## config.mk

```make
export PLATFORM = sky130hd
export DESIGN_NAME = booth_r4_mul
export DESIGN_NICKNAME = d
export VERILOG_FILES = /design/src/rtl/booth_r4_pkg.sv /design/src/rtl/booth_r4_recode.sv /design/src/rtl/booth_r4_addend.sv /design/src/rtl/booth_r4_step.sv /design/src/rtl/booth_r4_ctrl.sv /design/src/rtl/booth_r4_mul.sv
export SDC_FILE = /design/constraint.sdc
export NUM_CORES = 1
export LEC_CHECK = 0
export BUFFER_PORTS_ARGS = -buffer_cell sky130_fd_sc_hd__buf_2
export CORE_MARGIN = 2
export CORE_UTILIZATION = 30
export CTS_CLUSTER_DIAMETER = 100
export DETAILED_ROUTE_END_ITERATION = 6
export PLACE_DENSITY = 0.51
export SLEW_MARGIN = 5
export SYNTH_ARGS = -nofsm -noshare
export SYNTH_HDL_FRONTEND = slang
export SYNTH_SLANG_ARGS = --single-unit
```

## constraint.sdc

```tcl
create_clock -name clk -period 3.6 [get_ports clk]
set_clock_uncertainty 0.2 [all_clocks]
set_input_delay 0.72 -clock clk [delete_from_list [all_inputs] [get_ports clk]]
set_output_delay 0.72 -clock clk [all_outputs]
set_load 0.01 [all_outputs]
```

## src/rtl/booth_r4_pkg.sv

```systemverilog
package booth_r4_pkg;
  typedef enum logic [2:0] {
    DIG_ZERO = 3'd0,
    DIG_P1   = 3'd1,
    DIG_P2   = 3'd2,
    DIG_N1   = 3'd3,
    DIG_N2   = 3'd4
  } booth_dig_e;

  function automatic logic dig_is_neg(booth_dig_e d);
    return (d == DIG_N1) || (d == DIG_N2);
  endfunction

  function automatic logic dig_is_dbl(booth_dig_e d);
    return (d == DIG_P2) || (d == DIG_N2);
  endfunction
endpackage

```

## src/rtl/booth_r4_recode.sv

```systemverilog
module booth_r4_recode
  import booth_r4_pkg::*;
(
  input  logic [2:0]  win_i,
  output booth_dig_e  dig_o
);
  always_comb begin
    unique case (win_i)
      3'b000:  dig_o = DIG_ZERO;
      3'b001:  dig_o = DIG_P1;
      3'b010:  dig_o = DIG_P1;
      3'b011:  dig_o = DIG_P2;
      3'b100:  dig_o = DIG_N2;
      3'b101:  dig_o = DIG_N1;
      3'b110:  dig_o = DIG_N1;
      default: dig_o = DIG_ZERO;
    endcase
  end
endmodule

```

## src/rtl/booth_r4_addend.sv

```systemverilog
module booth_r4_addend
  import booth_r4_pkg::*;
#(
  parameter int WIDTH = 32,
  localparam int AW = WIDTH + 2
) (
  input  logic [WIDTH-1:0] mcand_i,
  input  booth_dig_e       dig_i,
  output logic [AW-1:0]    addend_o,
  output logic             cin_o
);
  logic [AW-1:0] ext_single;
  logic [AW-1:0] ext_double;
  logic [AW-1:0] mag;
  logic          neg;

  assign ext_single = {{2{mcand_i[WIDTH-1]}}, mcand_i};
  assign ext_double = {mcand_i[WIDTH-1], mcand_i, 1'b0};
  assign neg        = dig_is_neg(dig_i);

  always_comb begin
    if (dig_i == DIG_ZERO)    mag = '0;
    else if (dig_is_dbl(dig_i)) mag = ext_double;
    else                        mag = ext_single;
  end

  assign addend_o = neg ? ~mag : mag;
  assign cin_o    = neg;
endmodule

```

## src/rtl/booth_r4_step.sv

```systemverilog
module booth_r4_step #(
  parameter int WIDTH = 32,
  localparam int AW = WIDTH + 2
) (
  input  logic [AW-1:0]    hi_i,
  input  logic [WIDTH-1:0] lo_i,
  input  logic [AW-1:0]    addend_i,
  input  logic             cin_i,
  output logic [AW-1:0]    hi_o,
  output logic [WIDTH-1:0] lo_o,
  output logic             prev_o
);
  logic [AW-1:0] sum;

  assign sum    = hi_i + addend_i + AW'(cin_i);
  assign lo_o   = {sum[1:0], lo_i[WIDTH-1:2]};
  assign hi_o   = {{2{sum[AW-1]}}, sum[AW-1:2]};
  assign prev_o = lo_i[1];
endmodule

```

## src/rtl/booth_r4_ctrl.sv

```systemverilog
module booth_r4_ctrl #(
  parameter int STEPS = 16,
  localparam int CNT_W = $clog2(STEPS) + 1
) (
  input  logic clk,
  input  logic rst,
  input  logic start_i,
  output logic load_o,
  output logic step_o,
  output logic last_o,
  output logic busy_o,
  output logic done_o
);
  localparam logic [CNT_W-1:0] LAST_CNT = CNT_W'(STEPS - 1);

  logic [CNT_W-1:0] cnt_q;

  assign load_o = start_i && !busy_o;
  assign step_o = busy_o;
  assign last_o = busy_o && (cnt_q == LAST_CNT);

  always_ff @(posedge clk) begin
    if (rst) begin
      busy_o <= 1'b0;
      done_o <= 1'b0;
      cnt_q  <= '0;
    end else begin
      done_o <= 1'b0;
      if (load_o) begin
        busy_o <= 1'b1;
        cnt_q  <= '0;
      end else if (last_o) begin
        busy_o <= 1'b0;
        done_o <= 1'b1;
        cnt_q  <= '0;
      end else if (step_o) begin
        cnt_q  <= cnt_q + 1'b1;
      end
    end
  end
endmodule

```

## src/rtl/booth_r4_mul.sv

```systemverilog
module booth_r4_mul
  import booth_r4_pkg::*;
#(
  parameter int WIDTH = 32
) (
  input  logic               clk,
  input  logic               rst,
  input  logic               start_i,
  input  logic [WIDTH-1:0]   mcand_i,
  input  logic [WIDTH-1:0]   mplier_i,
  output logic               busy_o,
  output logic               done_o,
  output logic [2*WIDTH-1:0] product_o
);
  localparam int STEPS = WIDTH / 2;
  localparam int AW    = WIDTH + 2;

  logic [AW-1:0]    hi_q, hi_n;
  logic [WIDTH-1:0] lo_q, lo_n;
  logic             prev_q, prev_n;
  logic [WIDTH-1:0] mcand_q;
  logic [AW-1:0]    addend;
  logic             cin;
  booth_dig_e       dig;
  logic             load, step, last;

  generate
    if (WIDTH % 2 != 0 || WIDTH < 2) begin : g_bad_width
      initial $error("booth_r4_mul: WIDTH must be even and at least 2");
    end
  endgenerate

  booth_r4_ctrl #(.STEPS(STEPS)) u_ctrl (
    .clk    (clk),
    .rst    (rst),
    .start_i(start_i),
    .load_o (load),
    .step_o (step),
    .last_o (last),
    .busy_o (busy_o),
    .done_o (done_o)
  );

  booth_r4_recode u_recode (
    .win_i({lo_q[1:0], prev_q}),
    .dig_o(dig)
  );

  booth_r4_addend #(.WIDTH(WIDTH)) u_addend (
    .mcand_i (mcand_q),
    .dig_i   (dig),
    .addend_o(addend),
    .cin_o   (cin)
  );

  booth_r4_step #(.WIDTH(WIDTH)) u_step (
    .hi_i    (hi_q),
    .lo_i    (lo_q),
    .addend_i(addend),
    .cin_i   (cin),
    .hi_o    (hi_n),
    .lo_o    (lo_n),
    .prev_o  (prev_n)
  );

  always_ff @(posedge clk) begin
    if (rst) begin
      hi_q      <= '0;
      lo_q      <= '0;
      prev_q    <= 1'b0;
      mcand_q   <= '0;
      product_o <= '0;
    end else if (load) begin
      hi_q    <= '0;
      lo_q    <= mplier_i;
      prev_q  <= 1'b0;
      mcand_q <= mcand_i;
    end else if (step) begin
      hi_q   <= hi_n;
      lo_q   <= lo_n;
      prev_q <= prev_n;
      if (last) product_o <= {hi_n[WIDTH-1:0], lo_n};
    end
  end
endmodule

```

==> run summary <==
Outcome = finished clean
Critical Path Start Type = register
Initial antenna violation count = 0
YS warnings = 0
Num CTS Buffers = 17
DR pass1 iterations = 5
Comb power frac = 0.154
Vias/cell = 4.99
Top-count cell post-synth = dfxtp_1
DP Cell Count = 1585
Mapped Cells = 1034
Htree depth = 4
Post-synth EDFFs = 0
CP Cell Sequence = buf_4 > and3b_1 > buf_12 > a22oi_2 > o21ai_1 > ha_2 > a21o_1 > a21o_1 > a21oi_2 > a32o_2 > a311o_1 > and2_4 > buf_4 > xnor2_1 > buf_4 > mux2i_1 > nor2_1
Adder-Cell Fraction of Synth Area = 0.0511
Slew @ Worst Pin = 0.743 ns
Initial DRC Count = 459
Synth Cell Area = 8720 µm²
Area contributors post-synth = dfxtp_1 39%, a21oi_1 6.0%, mux2i_1 6.0%
VDD IR-drop max = 0.291 mV
Clock Tree Root = clkbuf_16
Core ar. = 28700 µm²
Crit. End Element = register
DRC Markers = 0
Die area = 30500 µm²
Sw Share = 0.301
Mux share of post-synthesis cell area = 0.0610
CP max FO = 18
CTS Sinks = 168
P_sw = 1360 µW
Critical-path top delay cell = ha_2
Clk_lat worst skew = 0.43 ns
Clock transition at the registers of the reported paths = 0.08 ns
P&R area growth vs syn = 31.8%
Vias = 8129
Unique masters post-synth = 69
Final Hold Vio Count = 0
Syn nets = 1136
CTS Buffer Depth = 2
Leakage power = 0.00525 µW
Crit-path leading delay family = compound AO/OA/AOI/OAI gates
WL per Instance = 16.2 µm
WL final = 26.3 mm
Die Wd = 175 µm
Crit Path Class = reg2reg
Largest family of logic cells by synthesized area = compound AO/OA/AOI/OAI gates
Diodes inserted = 0
Largest area contributor in the netlist = dfxtp_1
Layout Cells excl Fill = 1629
I/O pin total = 133
Synth top area share = 0.386
CP bufs+invs = 4
Worst Hold Class = reg2reg
Global-route wire length before repair = 41.9 mm
Largest stage delay, worst path = 0.37 ns
Max Cap Viol = 0
Clock power share = 0.407
Largest net degree at the start of global routing = 53
Post-DRT Antenna Nets = 0
Synth Flop Type = dfxtp_1
Avg Inst Size Synth = 8.44 µm²
#FFs+latches synth = 168
Hold_buf cts = 0
Final #Nets = 1334
Rows = 62
CTS tree = done
F_max = 0.278 GHz
Data required, critical path = 3.70 ns
Vias in the first global route = 7875
Xor-xnor portion of the synthesized cell area = 0.0562
Post-synthesis sequential area ratio = 0.386
RSZ-0062 raised after global routing = yes
Share of layout cells above drive strength 1 = 0.295
Die H = 175 µm
Post-DP Area = 10500 µm²
Final Slew Violations = 0
HPWL Detailed = 18.5 mm
Tcrit/Tclk final = 0.999
Int Pwr = 3140 µW
Fillcell total = 3033
Most common cell on crit path = buf_4
Effective utilization at floorplan = 0.304
CP arrival = 3.70 ns
GR Overflow Total = 0
Design area = 11500 µm²
Part of the power in registers = 0.439
Final Wtd Congestion = 0.870
Commonest cells post-synth = 168 x dfxtp_1, 112 x nand2_1, 109 x nor2_1
Fraction of the mapped netlist area in compound gates = 0.251
Fin Hold WS = 0.246 ns
Async SR Flop Fraction = 0
Min Clock Period, post-route = 3.60 ns
Post-synthesis simple-gate area fraction = 0.156
Pwr dens = 391 nW/µm²
Final setup fails = 0
Buffers on Ports = 132
Worst slew margin = 0.504
Global Route Usage Sum = 0.173
-- cell usage in the layout (no fill, tap or decap), drive strengths merged, types with 5 or more instances in the layout --
| master | instances |
|---|---|
| a22oi | 31 |
| a22o | 52 |
| and3 | 11 |
| nor2b | 5 |
| xnor2 | 16 |
| nand3 | 20 |
| xor2 | 40 |
| o21a | 9 |
| mux2i | 52 |
| nor2 | 109 |
| nand2 | 112 |
| buf | 256 |
| a31oi | 9 |
| a21o | 20 |
| nor3 | 17 |
| nand4 | 7 |
| a21oi | 106 |
| o21ai | 59 |
| clkinv | 5 |
| a211oi | 6 |
| clkbuf | 17 |
| o21bai | 7 |
| inv | 20 |
| ha | 34 |
| dfxtp | 168 |
-- metal layers --
| metal | wire length (µm) | share of wire | up-vias | global-route usage |
|---|---|---|---|---|
| li1 | - | - | 4106 | - |
| met2 | 12100 | 0.46 | 199 | 0.285 |
| met3 | 1330 | 0.050 | 24 | 0.0319 |
| met4 | 342 | 0.013 | 0 | 0.0434 |
| met5 | 0 | 0 | - | 0 |
| met1 | 12600 | 0.48 | 3800 | 0.233 |
-- flip-flops by register name (all words and copies together) (netlist names) --
register       flops
mcand_q           32
hi_q              32
lo_q              32
prev_q             1
u_ctrl.cnt_q       5
product_o         64
u_ctrl.done_o      1
u_ctrl.busy_o      1
-- logic make-up after synthesis --
family | after synthesis
muxes | 53
AOI/OAI and AO/OA | 327
DFF | 168
adders and majority gates | 35
buffers and inverters | 90
and+or+nand+nor | 305
xor gates and xnor gates | 56
-- power by group through the flow --
stage	Clock (µW)	Combinational (µW)	Sequential [µW]
global placement	0	650	2020
finish	1830	694	1970
global route	1960	770	1980
CTS	1890	672	1970
floorplan	0	412	1990
detailed placement	0	654	2020
-- worst paths after layout --
path	startpoint	to	slack, ns	depth (start not counted)
worst max-delay path	prev_q$_SDFFE_PP0P_	hi_q[15]$_SDFFE_PP0P_	0.002	17
worst min-delay path	product_o[60]$_SDFFE_PP0P_	product_o[60]$_SDFFE_PP0P_	0.25	2
worst max register to register	prev_q$_SDFFE_PP0P_	hi_q[15]$_SDFFE_PP0P_	0.002	17
worst min register to register	product_o[60]$_SDFFE_PP0P_	product_o[60]$_SDFFE_PP0P_	0.25	2
-- area by class of cell --
class / instances / area (µm²) / share of cell area
timing repair buffer: 256 / 1680 / 0.146
clock inverter: 15 / 158 / 0.0137
tap: 384 / 480 / 0.0418
clock buffer: 17 / 425 / 0.0370
inverter: 13 / 48.8 / 0.00424
sequential: 168 / 3370 / 0.293
multi-input combinational: 776 / 5330 / 0.464
-- worst register-to-register path, delay by kind of cell (launching register included) --
family | cells | cell delay, ns
adders and majority gates | 1 | 0.37
DFF | 1 | 0.33
and+or+nand+nor | 3 | 0.46
xor gates and xnor gates | 1 | 0.13
AOI/OAI and AO/OA | 7 | 1.27
muxes | 1 | 0.13
buffers and inverters | 4 | 0.57
-- timing repair --
item                                    CTS  global route
endpoints found under the setup margin   25            36
pin swaps                                 9            28
setup buffers                             8             4
hold endpoints to repair                  0             0
gates resized for setup                  20            58
-- through the flow --
stage / TNS [ns] / worst slack (ns) / power (µW) / utilization
2_1_floorplan: -0.00232 / -0.00232 / 2410 / -
3_3_place_gp: -1.24 / -0.199 / 2670 / 0.367
3_5_place_dp: -1.17 / -0.145 / 2670 / 0.367
4_1_cts: -0.00999 / -0.00857 / 4540 / 0.391
5_1_grt: -1.32 / -0.125 / 4710 / 0.401
6_report: 0 / 0.00225 / 4500 / 0.401
Note: power is estimated with default switching activity, not from simulation.
